$ cat src/rtl/pbs_pkg.sv
package pbs_pkg;
  typedef enum logic [2:0] {
    ST_IDLE,
    ST_ADDR,
    ST_INSTR,
    ST_DATA,
    ST_IGNORE
  } pbs_state_e;

  function automatic logic addr_hit(input logic [7:0] b, input logic [3:0] tcode,
                                    input logic [3:0] pins);
    return (b[7:4] == tcode) && (b[3:0] == pins);
  endfunction

  function automatic logic [3:0] op_field(input logic [7:0] b);
    return b[7:4];
  endfunction

  function automatic logic [3:0] ptr_field(input logic [7:0] b);
    return b[3:0];
  endfunction
endpackage

$ cat src/rtl/pbs_line_sync.sv
module pbs_line_sync #(
  parameter int STAGES = 2
) (
  input  logic clk,
  input  logic rst_n,
  input  logic scl_i,
  input  logic sda_i,
  output logic scl_rise,
  output logic scl_fall,
  output logic sda_lvl,
  output logic start_p,
  output logic stop_p
);
  localparam int LEN = STAGES + 1;

  logic [LEN-1:0] scl_q;
  logic [LEN-1:0] sda_q;

  always_ff @(posedge clk or negedge rst_n) begin
    if (!rst_n) begin
      scl_q <= '1;
      sda_q <= '1;
    end else begin
      scl_q <= {scl_q[LEN-2:0], scl_i};
      sda_q <= {sda_q[LEN-2:0], sda_i};
    end
  end

  logic scl_now, scl_old, sda_now, sda_old;
  assign scl_now  = scl_q[LEN-2];
  assign scl_old  = scl_q[LEN-1];
  assign sda_now  = sda_q[LEN-2];
  assign sda_old  = sda_q[LEN-1];
  assign sda_lvl  = sda_now;
  assign scl_rise = scl_now & ~scl_old;
  assign scl_fall = ~scl_now & scl_old;
  assign start_p  = scl_now & scl_old & sda_old & ~sda_now;
  assign stop_p   = scl_now & scl_old & ~sda_old & sda_now;
endmodule

$ cat src/rtl/pbs_shifter.sv
module pbs_shifter #(
  parameter int BITS = 8
) (
  input  logic            clk,
  input  logic            rst_n,
  input  logic            clr,
  input  logic            shift_en,
  input  logic            bit_in,
  output logic [BITS-1:0] byte_o,
  output logic            full_o
);
  localparam int CW = $clog2(BITS + 1);
  localparam logic [CW-1:0] FULL_CNT = CW'(BITS);

  logic [CW-1:0] cnt;

  always_ff @(posedge clk or negedge rst_n) begin
    if (!rst_n) begin
      cnt    <= '0;
      byte_o <= '0;
    end else if (clr) begin
      cnt <= '0;
    end else if (shift_en && !full_o) begin
      cnt    <= cnt + 1'b1;
      byte_o <= {byte_o[BITS-2:0], bit_in};
    end
  end

  assign full_o = (cnt == FULL_CNT);
endmodule

$ cat src/rtl/pbs_wcycle_timer.sv
module pbs_wcycle_timer #(
  parameter int WCYC_CYCLES = 250000
) (
  input  logic clk,
  input  logic rst_n,
  input  logic launch,
  output logic busy
);
  localparam int CW = $clog2(WCYC_CYCLES + 1);
  localparam logic [CW-1:0] LOAD = CW'(WCYC_CYCLES);

  logic [CW-1:0] remain;

  always_ff @(posedge clk or negedge rst_n) begin
    if (!rst_n)              remain <= '0;
    else if (launch)         remain <= LOAD;
    else if (remain != '0)   remain <= remain - 1'b1;
  end

  assign busy = (remain != '0);
endmodule

$ cat src/rtl/pbs_top.sv
module pbs_top
  import pbs_pkg::*;
#(
  parameter logic [3:0] TYPE_CODE   = 4'b0101,
  parameter logic [3:0] NV_OPCODE   = 4'b1100,
  parameter int         WCYC_CYCLES = 250000,
  parameter int         SYNC_STAGES = 2
) (
  input  logic       clk,
  input  logic       rst_n,
  input  logic       scl_i,
  input  logic       sda_i,
  input  logic [3:0] dev_addr_i,
  output logic       sda_oe_o,
  output logic [3:0] opcode_o,
  output logic [3:0] ptr_o,
  output logic       instr_vld_o,
  output logic       busy_o
);
  logic scl_rise_w, scl_fall_w, sda_lvl_w, start_w, stop_w;
  logic [7:0] rx_byte_w;
  logic byte_full_w, shift_en_w, shift_clr_w;
  logic ack_ph, nv_pend_w, addr_ack_w, launch_w;
  logic active_w;
  pbs_state_e state;

  pbs_line_sync #(.STAGES(SYNC_STAGES)) u_sync (
    .clk(clk), .rst_n(rst_n), .scl_i(scl_i), .sda_i(sda_i),
    .scl_rise(scl_rise_w), .scl_fall(scl_fall_w), .sda_lvl(sda_lvl_w),
    .start_p(start_w), .stop_p(stop_w)
  );

  assign active_w    = (state == ST_ADDR) || (state == ST_INSTR) || (state == ST_DATA);
  assign shift_en_w  = scl_rise_w & active_w & ~ack_ph;
  assign shift_clr_w = start_w | stop_w | (scl_fall_w & ack_ph);

  pbs_shifter #(.BITS(8)) u_shift (
    .clk(clk), .rst_n(rst_n), .clr(shift_clr_w), .shift_en(shift_en_w),
    .bit_in(sda_lvl_w), .byte_o(rx_byte_w), .full_o(byte_full_w)
  );

  assign launch_w = stop_w & nv_pend_w;

  pbs_wcycle_timer #(.WCYC_CYCLES(WCYC_CYCLES)) u_timer (
    .clk(clk), .rst_n(rst_n), .launch(launch_w), .busy(busy_o)
  );

  logic byte_end_w;
  assign byte_end_w = scl_fall_w & ~ack_ph & byte_full_w;
  assign addr_ack_w = byte_end_w && (state == ST_ADDR) && !busy_o &&
                      addr_hit(rx_byte_w, TYPE_CODE, dev_addr_i);

  always_ff @(posedge clk or negedge rst_n) begin
    if (!rst_n) begin
      state       <= ST_IDLE;
      sda_oe_o    <= 1'b0;
      ack_ph      <= 1'b0;
      nv_pend_w   <= 1'b0;
      instr_vld_o <= 1'b0;
      opcode_o    <= '0;
      ptr_o       <= '0;
    end else begin
      instr_vld_o <= 1'b0;
      if (start_w) begin
        state     <= ST_ADDR;
        sda_oe_o  <= 1'b0;
        ack_ph    <= 1'b0;
        nv_pend_w <= 1'b0;
      end else if (stop_w) begin
        state     <= ST_IDLE;
        sda_oe_o  <= 1'b0;
        ack_ph    <= 1'b0;
        nv_pend_w <= 1'b0;
      end else if (scl_fall_w && ack_ph) begin
        sda_oe_o <= 1'b0;
        ack_ph   <= 1'b0;
      end else if (byte_end_w) begin
        unique case (state)
          ST_ADDR: begin
            if (addr_ack_w) begin
              sda_oe_o <= 1'b1;
              ack_ph   <= 1'b1;
              state    <= ST_INSTR;
            end else begin
              state <= ST_IGNORE;
            end
          end
          ST_INSTR: begin
            sda_oe_o    <= 1'b1;
            ack_ph      <= 1'b1;
            opcode_o    <= op_field(rx_byte_w);
            ptr_o       <= ptr_field(rx_byte_w);
            instr_vld_o <= 1'b1;
            nv_pend_w   <= (op_field(rx_byte_w) == NV_OPCODE);
            state       <= ST_DATA;
          end
          ST_DATA: begin
            sda_oe_o <= 1'b1;
            ack_ph   <= 1'b1;
          end
          default: state <= state;
        endcase
      end
    end
  end
endmodule

$ cat config.mk
export PLATFORM = sky130hd
export DESIGN_NAME = pbs_top
export DESIGN_NICKNAME = d
export VERILOG_FILES = /design/src/rtl/pbs_pkg.sv /design/src/rtl/pbs_line_sync.sv /design/src/rtl/pbs_shifter.sv /design/src/rtl/pbs_wcycle_timer.sv /design/src/rtl/pbs_top.sv
export SDC_FILE = /design/constraint.sdc
export NUM_CORES = 1
export LEC_CHECK = 0
export BUFFER_PORTS_ARGS = -buffer_cell sky130_fd_sc_hd__buf_4
export CORE_MARGIN = 1
export CORE_UTILIZATION = 40
export DETAILED_ROUTE_END_ITERATION = 8
export PLACE_DENSITY = 0.66
export SLEW_MARGIN = 15
export SYNTH_ARGS = -nofsm -noshare
export SYNTH_HDL_FRONTEND = slang
export SYNTH_SLANG_ARGS = --single-unit
$ cat constraint.sdc
create_clock -name clk -period 1.8 [get_ports clk]
set_input_delay 0.45 -clock clk [delete_from_list [all_inputs] [get_ports clk]]
set_output_delay 0.45 -clock clk [all_outputs]
set_load 0.05 [all_outputs]
# Word level (Yosys, flattened, before mapping)
# Cells that the tools add are included.
[op_classes]
add_sub_neg = 2
eq_ne = 9
n_bitwise = 24
reduce_logical = 24
n_mux = 26
[ops]
columns = ["cell", "n"]
rows = [
  ["2-to-1 mux 18 bit", 2],
  ["nonzero test 18 bit", 1],
  ["subtractor 18 x 1 -> 18 bit (second input constant)", 1],
  ["2-to-1 mux 1 bit", 15],
  ["2-to-1 mux 3 bit", 5],
  ["AND 1 bit", 13],
  ["inverter 1 bit", 9],
  ["AND reduction 3 bit", 3],
  ["== test 4 bit (second input constant)", 2],
  ["2-to-1 mux 4 bit", 2],
  ["nonzero test 4 bit", 2],
  ["== test 3 x 2 -> 1 bit (second input constant)", 2],
  ["logical AND 1 bit", 6],
  ["case mux 3 bit (2 select lines)", 1],
  ["nonzero test 3 bit", 2],
  ["!= test 5 x 4 -> 1 bit (second input constant)", 1],
  ["AND reduction 5 bit", 1],
  ["nonzero test 5 bit", 1],
  ["adder 4 x 1 -> 4 bit (second input constant)", 1],
  ["== test 4 x 3 -> 1 bit (second input constant)", 1],
  ["== test 4 bit", 1],
  ["nonzero test 2 bit", 2],
  ["== test 3 x 1 -> 1 bit (second input constant)", 1],
  ["!= test 3 bit (second input constant)", 1],
  ["6 further kinds", 9],
]
[totals]
register_bits = 50
in_bits = 8
out_inout_bits = 11

# Logic depth before layout (Yosys ltp)
# Gate-level depths: netlist of the first run.
[depth]
ltp_word = 13
depth_mapped = 7
depth_no_buf = 6

# Cells and area by module
# A second synthesis of the first run with hierarchy kept.
[hier_totals]
cells_unflattened = 206
area_unflattened_um2 = 2492.4
[by_module_without_submodules]
columns = ["mod", "area_each_um2", "seq_area_each_um2", "cells_each", "n_inst"]
rows = [
  ["pbs_wcycle_timer", 1022.2, 450.4, 99, 1],
  ["pbs_top", 726.9, 350.3, 56, 1],
  ["pbs_shifter", 553.0, 300.3, 41, 1],
  ["pbs_line_sync", 190.2, 157.7, 10, 1],
]

# Worst setup path before layout of the first run
# OpenSTA, ideal clock, no wires.
[synth_timing]
kind = "register -> output"
start = "reg u_timer.remain[0]"
end = "out busy_o"
slack_ns = -0.378
required_ns = 1.350
path_stages_with_launch = 7
arrival_time_ns = 1.728
cell_sequence = "dfrtp_1 -> inv_1 -> ha_1 -> or4b_4 -> nor3_2 -> buf_4 -> nand2_1"
[synth_between]
elab_chain_cells = 1
[synth_lines]
columns = ["element", "line", "rtl"]
rows = [
  ["start: declaration", "pbs_wcycle_timer.sv:12", "logic [CW-1:0] remain;"],
  ["start signal: assignment", "pbs_wcycle_timer.sv:17", "else if (remain != '0) remain <= remain - 1'b1;"],
  ["nonzero test 18 bit", "pbs_wcycle_timer.sv:20", "assign busy = (remain != '0);"],
  ["end: declaration", "pbs_top.sv:18", "output logic busy_o"],
]
# No other way between the ends.

# Worst setup path in the final report of the first run
# Ends and elaborated chain as after synthesis.

==> out/qor.txt, run 1 <==
Max Slew Vio Count = 0
commonest non-fill, non-tap cell in the layout = buf_4
CTS hold repair buffers = 0
Placement Rows = 28
num ports = 19
CTS root buf = clkbuf_8
CTS sink count = 50
DP Worst Slack = -235.0 ps
status = finished, violations left
WP data required = 1350 ps
Area Overhead vs Synth = 42.78%
maximum VDD drop = 0.7020 mV
WL final = 6075 um
DR WL/cell = 15.94 um
Initial Util = 0.4199
setup TNS = -4184 ps
Synth Area in XOR/XNOR = 0.02770
commonest cells after routing, fill and taps aside = buf_4 (68), dfrtp_1 (43), nand2_1 (11)
PnR worst setup slack = -508.1 ps
routed vias = 2,071
Via density = 5.436
Pre-antenna DRT Iters = 4
f_max = 0.4333 GHz
total gr overflow = 0
Leakage = 1.738 nW
initial antenna violation count = 0
Clock Latency Late Sink = 310 ps
DPL Wire Length = 4140 um
Final Instance Area = 0.003612 mm2
clk slew on worst S/H paths = 100 ps
largest family of logic cells by synthesized area = simple AND/OR/NAND/NOR gates
worst min path class = in2async
Worst setup EP type = output port
Synth Instances = 226
# port buffers = 18
Synth Area per Inst = 11.19 um2
vias in the first global route = 1,983
H-Tree Depth = 2
Seq cells post-synth = 50
first-pass GRT wire length = 9563 um
Detailed Route Iter0 Violations = 55
max-cap violation count = 0
endpoints failing hold = 0
Total Routing Usage GR = 0.1915
clk buf depth = 2
EDFF count, synth = 0
DIE AREA = 0.006647 mm2
Final nets = 317
core area = 0.006026 mm2
Worst Tran Pin Value = 624.2 ps
post-synthesis mux area share = 0.09496
Syn Nets = 238
Final Skew = 9.082 ps
fin crit share = 1.282
worst-path fanout max = 2
share of cells above drive strength 1 = 0.4935
PD cells = 688.3 mW/mm2
unique cell type count in the Yosys netlist = 60
Routed Antenna Nets = 0
ANT cells = 0
Synth Warn # = 0
Num CTS Buffers = 5
Critical Path Start Type = flop
Final Setup Violations = 20
Synth Area in Adders = 0.01978
drc violations = 0
failing checks = setup timing
die width = 81.53 um
simple-gate share of the synthesized area = 0.2196
Slew Limit Headroom = 0.5780
sequential area share after synthesis = 0.4975
Final min period = 2308 ps
Data arrival, critical path = 1860 ps
Synth Area in Compound Gates = 0.1088
Post-DP Area = 0.003182 mm2
number of fill cells in the layout = 493
RSZ-0062 raised after global routing = yes
kind of critical path = reg2out
ys flop type = dfrtp_1
Placer Congestion = 0.8049
CTS tree = built
largest net degree at the start of global routing = 33
mapped cell area = 0.002530 mm2
FFs w/ async S/R, synth = 1.000
Die Y = 81.53 um
per-stage QoR:
stage | total power, mW | std cells | util | hold WS [ps]
2_1_floorplan | 1.650 | 226 | - | 154.4
3_3_place_gp | 1.796 | 361 | 0.5280 | 346.8
3_5_place_dp | 1.825 | 361 | 0.5280 | 348.2
4_1_cts | 2.501 | 375 | 0.5623 | 89.00
5_1_grt | 2.602 | 381 | 0.5995 | 115.3
6_report | 2.486 | 381 | 0.5995 | 74.54
registers in the layout, summed over array words and instances (netlist names):
name / cells
instr_vld_o: 1
opcode_o: 4
nv_pend_w: 1
state: 3
u_shift.byte_o: 8
u_timer.remain: 18
ack_ph: 1
ptr_o: 4
u_shift.cnt: 4
u_sync.sda_q: 3
u_sync.scl_q: 3
worst paths after layout:
kind	startpoint	endpoint	slack, ps	cells after the start
setup / recovery	u_timer.remain[0]$_DFFE_PN0P_	busy_o	-510	6
hold / removal	rst_n	u_timer.remain[13]$_DFFE_PN0P_	70	1
setup reg to reg	u_timer.remain[1]$_DFFE_PN0P_	u_timer.remain[12]$_DFFE_PN0P_	-300	8
hold reg to reg	u_sync.scl_q[0]$_DFF_PN1_	u_sync.scl_q[1]$_DFF_PN1_	360	0
max in group asynchronous	rst_n	u_sync.sda_q[2]$_DFF_PN1_	1180	2
min in group clk	scl_i	u_sync.scl_q[0]$_DFF_PN1_	250	1
worst max-delay path, cell delays in order (launching register included):
cell,delay [ps]
dfrtp_1,400
inv_2,80
ha_4,130
or4b_4,470
nor3_4,250
nand2_8,60
buf_8,150
cell usage after synthesis (2+ instances only):
library cell / count / area (um2)
dfrtp_1: 44 / 1101
mux2_2: 16 / 180.2
nand2_1: 12 / 45.04
a21oi_1: 10 / 50.05
nor2_1: 10 / 37.54
inv_1: 8 / 30.03
nand3_1: 7 / 35.03
nor3_1: 7 / 35.03
dfstp_2: 6 / 157.7
mux2i_1: 6 / 60.06
o21ai_0: 6 / 30.03
and2_1: 4 / 25.02
and3_1: 4 / 25.02
ha_1: 4 / 50.05
nand2b_1: 4 / 25.02
nor4_1: 4 / 25.02
o31ai_1: 4 / 30.03
or3_1: 4 / 25.02
or4_4: 4 / 45.04
xnor2_1: 4 / 35.03
xor2_1: 4 / 35.03
buf_4: 3 / 22.52
clkbuf_1: 3 / 11.26
nor4b_1: 3 / 26.28
a2111oi_0: 2 / 17.52
a211oi_1: 2 / 15.01
a31oi_1: 2 / 12.51
nand3b_1: 2 / 15.01
nand4_1: 2 / 12.51
nand4b_1: 2 / 17.52
nor3_2: 2 / 20.02
o311ai_0: 2 / 17.52
or4_1: 2 / 15.01
report_power, final:
part           switching [mW]  internal (mW)  total, mW
combinational           0.175          0.261      0.437
sequential              0.132           1.25       1.38
clock                   0.391          0.278      0.669
total                   0.698           1.79       2.49
layout make-up:
type	instances	area (um2)	area share
tap	75	93.84	0.02598
sequential	50	1260	0.3488
inverter	8	30.03	0.008313
timing repair buffer	80	684.4	0.1895
clock buffer	6	72.57	0.02009
multi-input combinational	160	1458	0.4035
clock inverter	2	13.76	0.003810
metal layers:
layer  share of wire  vias to the layer above  routed length, um  global-route usage
met5               0                        -                  0                   0
met4           0.013                        0                 82             0.05893
met3           0.030                        9                183             0.03444
met2            0.49                       45               2987              0.3125
met1            0.46                     1022               2822              0.2572
li1                -                      995                  -                   -
logic make-up (layout without fill, tap and decap cells):
| logic type | count (synthesis) | count (layout) |
|---|---|---|
| flip-flops | 50 | 50 |
| buffers and inverters | 16 | 96 |
| AO/OA/AOI/OAI | 40 | 40 |
| AND/OR/NAND/NOR | 86 | 86 |
| multiplexers | 22 | 22 |
| XOR/XNOR | 8 | 8 |
| adder cells (fa/ha/maj) | 4 | 4 |
repair_timing:
item | in CTS | in global routing
pin swaps | 11 | 16
buffers inserted | 5 | 6
cloned | 1 | 0
resized for setup | 22 | 34
setup endpoints to repair | 27 | 39
Note: power is estimated with default switching activity, not from simulation.
==> inputs of run 2 (changes only) <==
ABC_CLOCK_PERIOD_IN_PS = 1800   (was unset)
RECOVER_POWER = 25   (was unset)
REMOVE_ABC_BUFFERS = 1   (was unset)
==> run 2 against run 1 <==
Largest cell class unchanged. Combinational power increased by 5.7%. Critical path depth unchanged. Sequential share of layout area decreased by 0.083 points. The run still ends with setup timing left. Global-route usage increased by 0.80 points.
==> out/qor.txt, run 2 (same netlist as run 1, synthesis figures left out) <==
DPL Wire Length = 3935 um (-5.0%)
Placer Congestion = 0.8367 (+4.0%)
Final Setup Violations = 29 (+45%)
Worst Tran Pin Value = 1235 ps (+611.2 ps)
core area = 0.006026 mm2 (unchanged)
clk buf depth = 2 (unchanged)
f_max = 0.4445 GHz (+2.6%)
PnR worst setup slack = -449.8 ps (+58.33 ps)
worst hold path depth = 1
num ports = 19 (unchanged)
Area Overhead vs Synth = 42.98%
initial antenna violation count = 0 (unchanged)
Via density = 5.563 (+2.3%)
PD cells = 701.5 mW/mm2 (+1.9%)
total gr overflow = 0 (unchanged)
Clock Latency Late Sink = 300 ps (about the same)
path depth of the worst reg2reg path = 8 (unchanged)
Worst R2R End = u_timer.remain[12]$_DFFE_PN0P_
biggest regs = u_timer.remain (18), u_shift.byte_o (8)
drc violations = 0 (unchanged)
Critical Path Start Type = flop
RSZ-0062 raised after global routing = yes
routed vias = 2,153 (+4.0%)
Clock power frac = 0.277 (+0.008)
DR WL met3 = 229 um (+25%)
Final min period = 2250 ps (-58.33 ps)
fin util = 0.6003 (+0.0008310)
max reg flops = 18 (unchanged)
register area = 0.001259 mm2 (about the same)
maximum VDD drop = 0.7362 mV (+4.9%)
Biggest register = u_timer.remain
clk slew on worst S/H paths = 90 ps (about the same)
Data arrival, critical path = 1800 ps (-60 ps)
Final Skew = 5.171 ps (-3.912 ps)
largest net degree at the start of global routing = 51 (+55%)
Die Y = 81.53 um (unchanged)
dpl cells = 363 (+0.55%)
critical path's slowest cell = or4b_4
worst-path fanout max = 2 (unchanged)
endpoints failing hold = 0 (unchanged)
Endpoint, Worst Hold = u_sync.scl_q[0]$_DFF_PN1_
met2 wire length = 3246 um (+8.7%)
max incr delay on CP = 480 ps (about the same)
ANT cells = 0 (unchanged)
WL final = 6250 um (+2.9%)
first-pass GRT wire length = 10,040 um (+5.0%)
non-filler cells, final = 387 (+1.6%)
number of fill cells in the layout = 481 (-2.4%)
max-cap violation count = 0 (unchanged)
crit-path cells = inv_2 > ha_4 > or4b_4 > nor3_4 > nand2_1 > buf_6
Worst setup EP type = output port
Int Pwr = 1.841 mW (+2.9%)
share of cells above drive strength 1 = 0.5096 (+0.01615)
die width = 81.53 um (unchanged)
commonest non-fill, non-tap cell in the layout = buf_4
Pre-antenna DRT Iters = 4 (unchanged)
R2R Setup Slk = -320 ps (-20 ps)
Min-Delay Startpoint = scl_i
kind of critical path = reg2out
CTS root buf = clkbuf_8
worst r2r src = u_timer.remain[1]$_DFFE_PN0P_
Max Slew Vio Count = 0 (unchanged)
Comb power frac = 0.182 (+0.006)
Critical path origin = u_timer.remain[1]$_DFFE_PN0P_
Num CTS Buffers = 5 (unchanged)
Placement Rows = 28 (unchanged)
DR top layer = met4
Net Sw Frac = 0.2746 (-0.006085)
switching pwr = 696.8 uW (-0.15%)
fin crit share = 1.250 (-0.03241)
Leakage = 1.768 nW (+1.7%)
H-Tree Depth = 2 (unchanged)
WP data required = 1350 ps (about the same)
DIE AREA = 0.006647 mm2 (unchanged)
status = finished, violations left
met1 wire length = 2636 um (-6.6%)
Detailed Route Iter0 Violations = 181 (+230%)
failing checks = setup timing
# port buffers = 18 (unchanged)
multi-input logic area = 0.001416 mm2 (-2.8%)
CTS tree = built
worst min path class = in2reg
commonest cells after routing, fill and taps aside = buf_4 (65), dfrtp_1 (44), buf_6 (17)
CTS sink count = 50 (unchanged)
Routed Antenna Nets = 0 (unchanged)
DR WL/cell = 16.15 um (+1.3%)
vias in the first global route = 2,149 (+8.4%)
Total Routing Usage GR = 0.1994 (+0.007954)
Seq pwr share = 0.541 (-0.014)
Final nets = 323 (+1.9%)
Slew Limit Headroom = 0.1764 (-0.4016)
Initial Util = 0.4199 (unchanged)
==> run 2: critical path, delay by kind of cell (launching register included) <==
kind | cells | cell delay, ps
buffers and inverters | 2 | 250
adders and majority gates | 1 | 130
and+or+nand+nor | 3 | 720
DFF | 1 | 410
==> run 2: per-stage QoR <==
step	worst slack, ps	TNS (ps)	hold WS [ps]	power [mW]	area [um2]
4_1_cts	-516.9	-6470	176.3	2.537	3491
2_1_floorplan	-548.3	-5306	154.4	1.585	2480
5_1_grt	-549.7	-6402	221.3	2.683	3617
3_3_place_gp	-209.7	-2108	346.3	1.710	3112
3_5_place_dp	-243.0	-2663	349.1	1.730	3112
6_report	-449.8	-4007	247.1	2.537	3617
==> run 2: what timing repair did <==
action	in CTS	in global routing
hold endpoints to repair	0	0
cloned	1	0
resized for setup	48	25
pin swaps	20	21
setup buffers	13	9
setup endpoints to repair	28	41
hold buffers	0	0
==> run 2: power by group through the flow <==
| stage | Combinational [mW] | Clock [mW] | Sequential, mW |
|---|---|---|---|
| floorplan | 0.224 | 0 | 1.36 |
| global placement | 0.325 | 0 | 1.38 |
| detailed placement | 0.339 | 0 | 1.39 |
| CTS | 0.430 | 0.732 | 1.38 |
| global route | 0.512 | 0.774 | 1.40 |
| finish | 0.462 | 0.703 | 1.37 |
==> run 2: per-layer routing <==
layer | track usage | vias to the layer above
met2 | 0.3275 | 66
met4 | 0.07679 | 0
met1 | 0.2519 | 1062
met3 | 0.04889 | 16
li1 | - | 1009
met5 | 0 | -
==> run 2: final cells by class <==
type / instances / share of cell area
repair buffers: 86 / 0.1989
well taps: 75 / 0.02594
clock inverters: 2 / 0.004497
inverters: 8 / 0.008302
flip-flops and latches: 50 / 0.3480
multi-input cells: 160 / 0.3916
clock buffers: 6 / 0.02283
==> run 2: worst max path at each step <==
stage / slack, ps / endpoint
finish: -450 / busy_o
global route: -550 / busy_o
floorplan: -550 / busy_o
CTS: -520 / busy_o
detailed placement: -240 / busy_o
global placement: -210 / busy_o
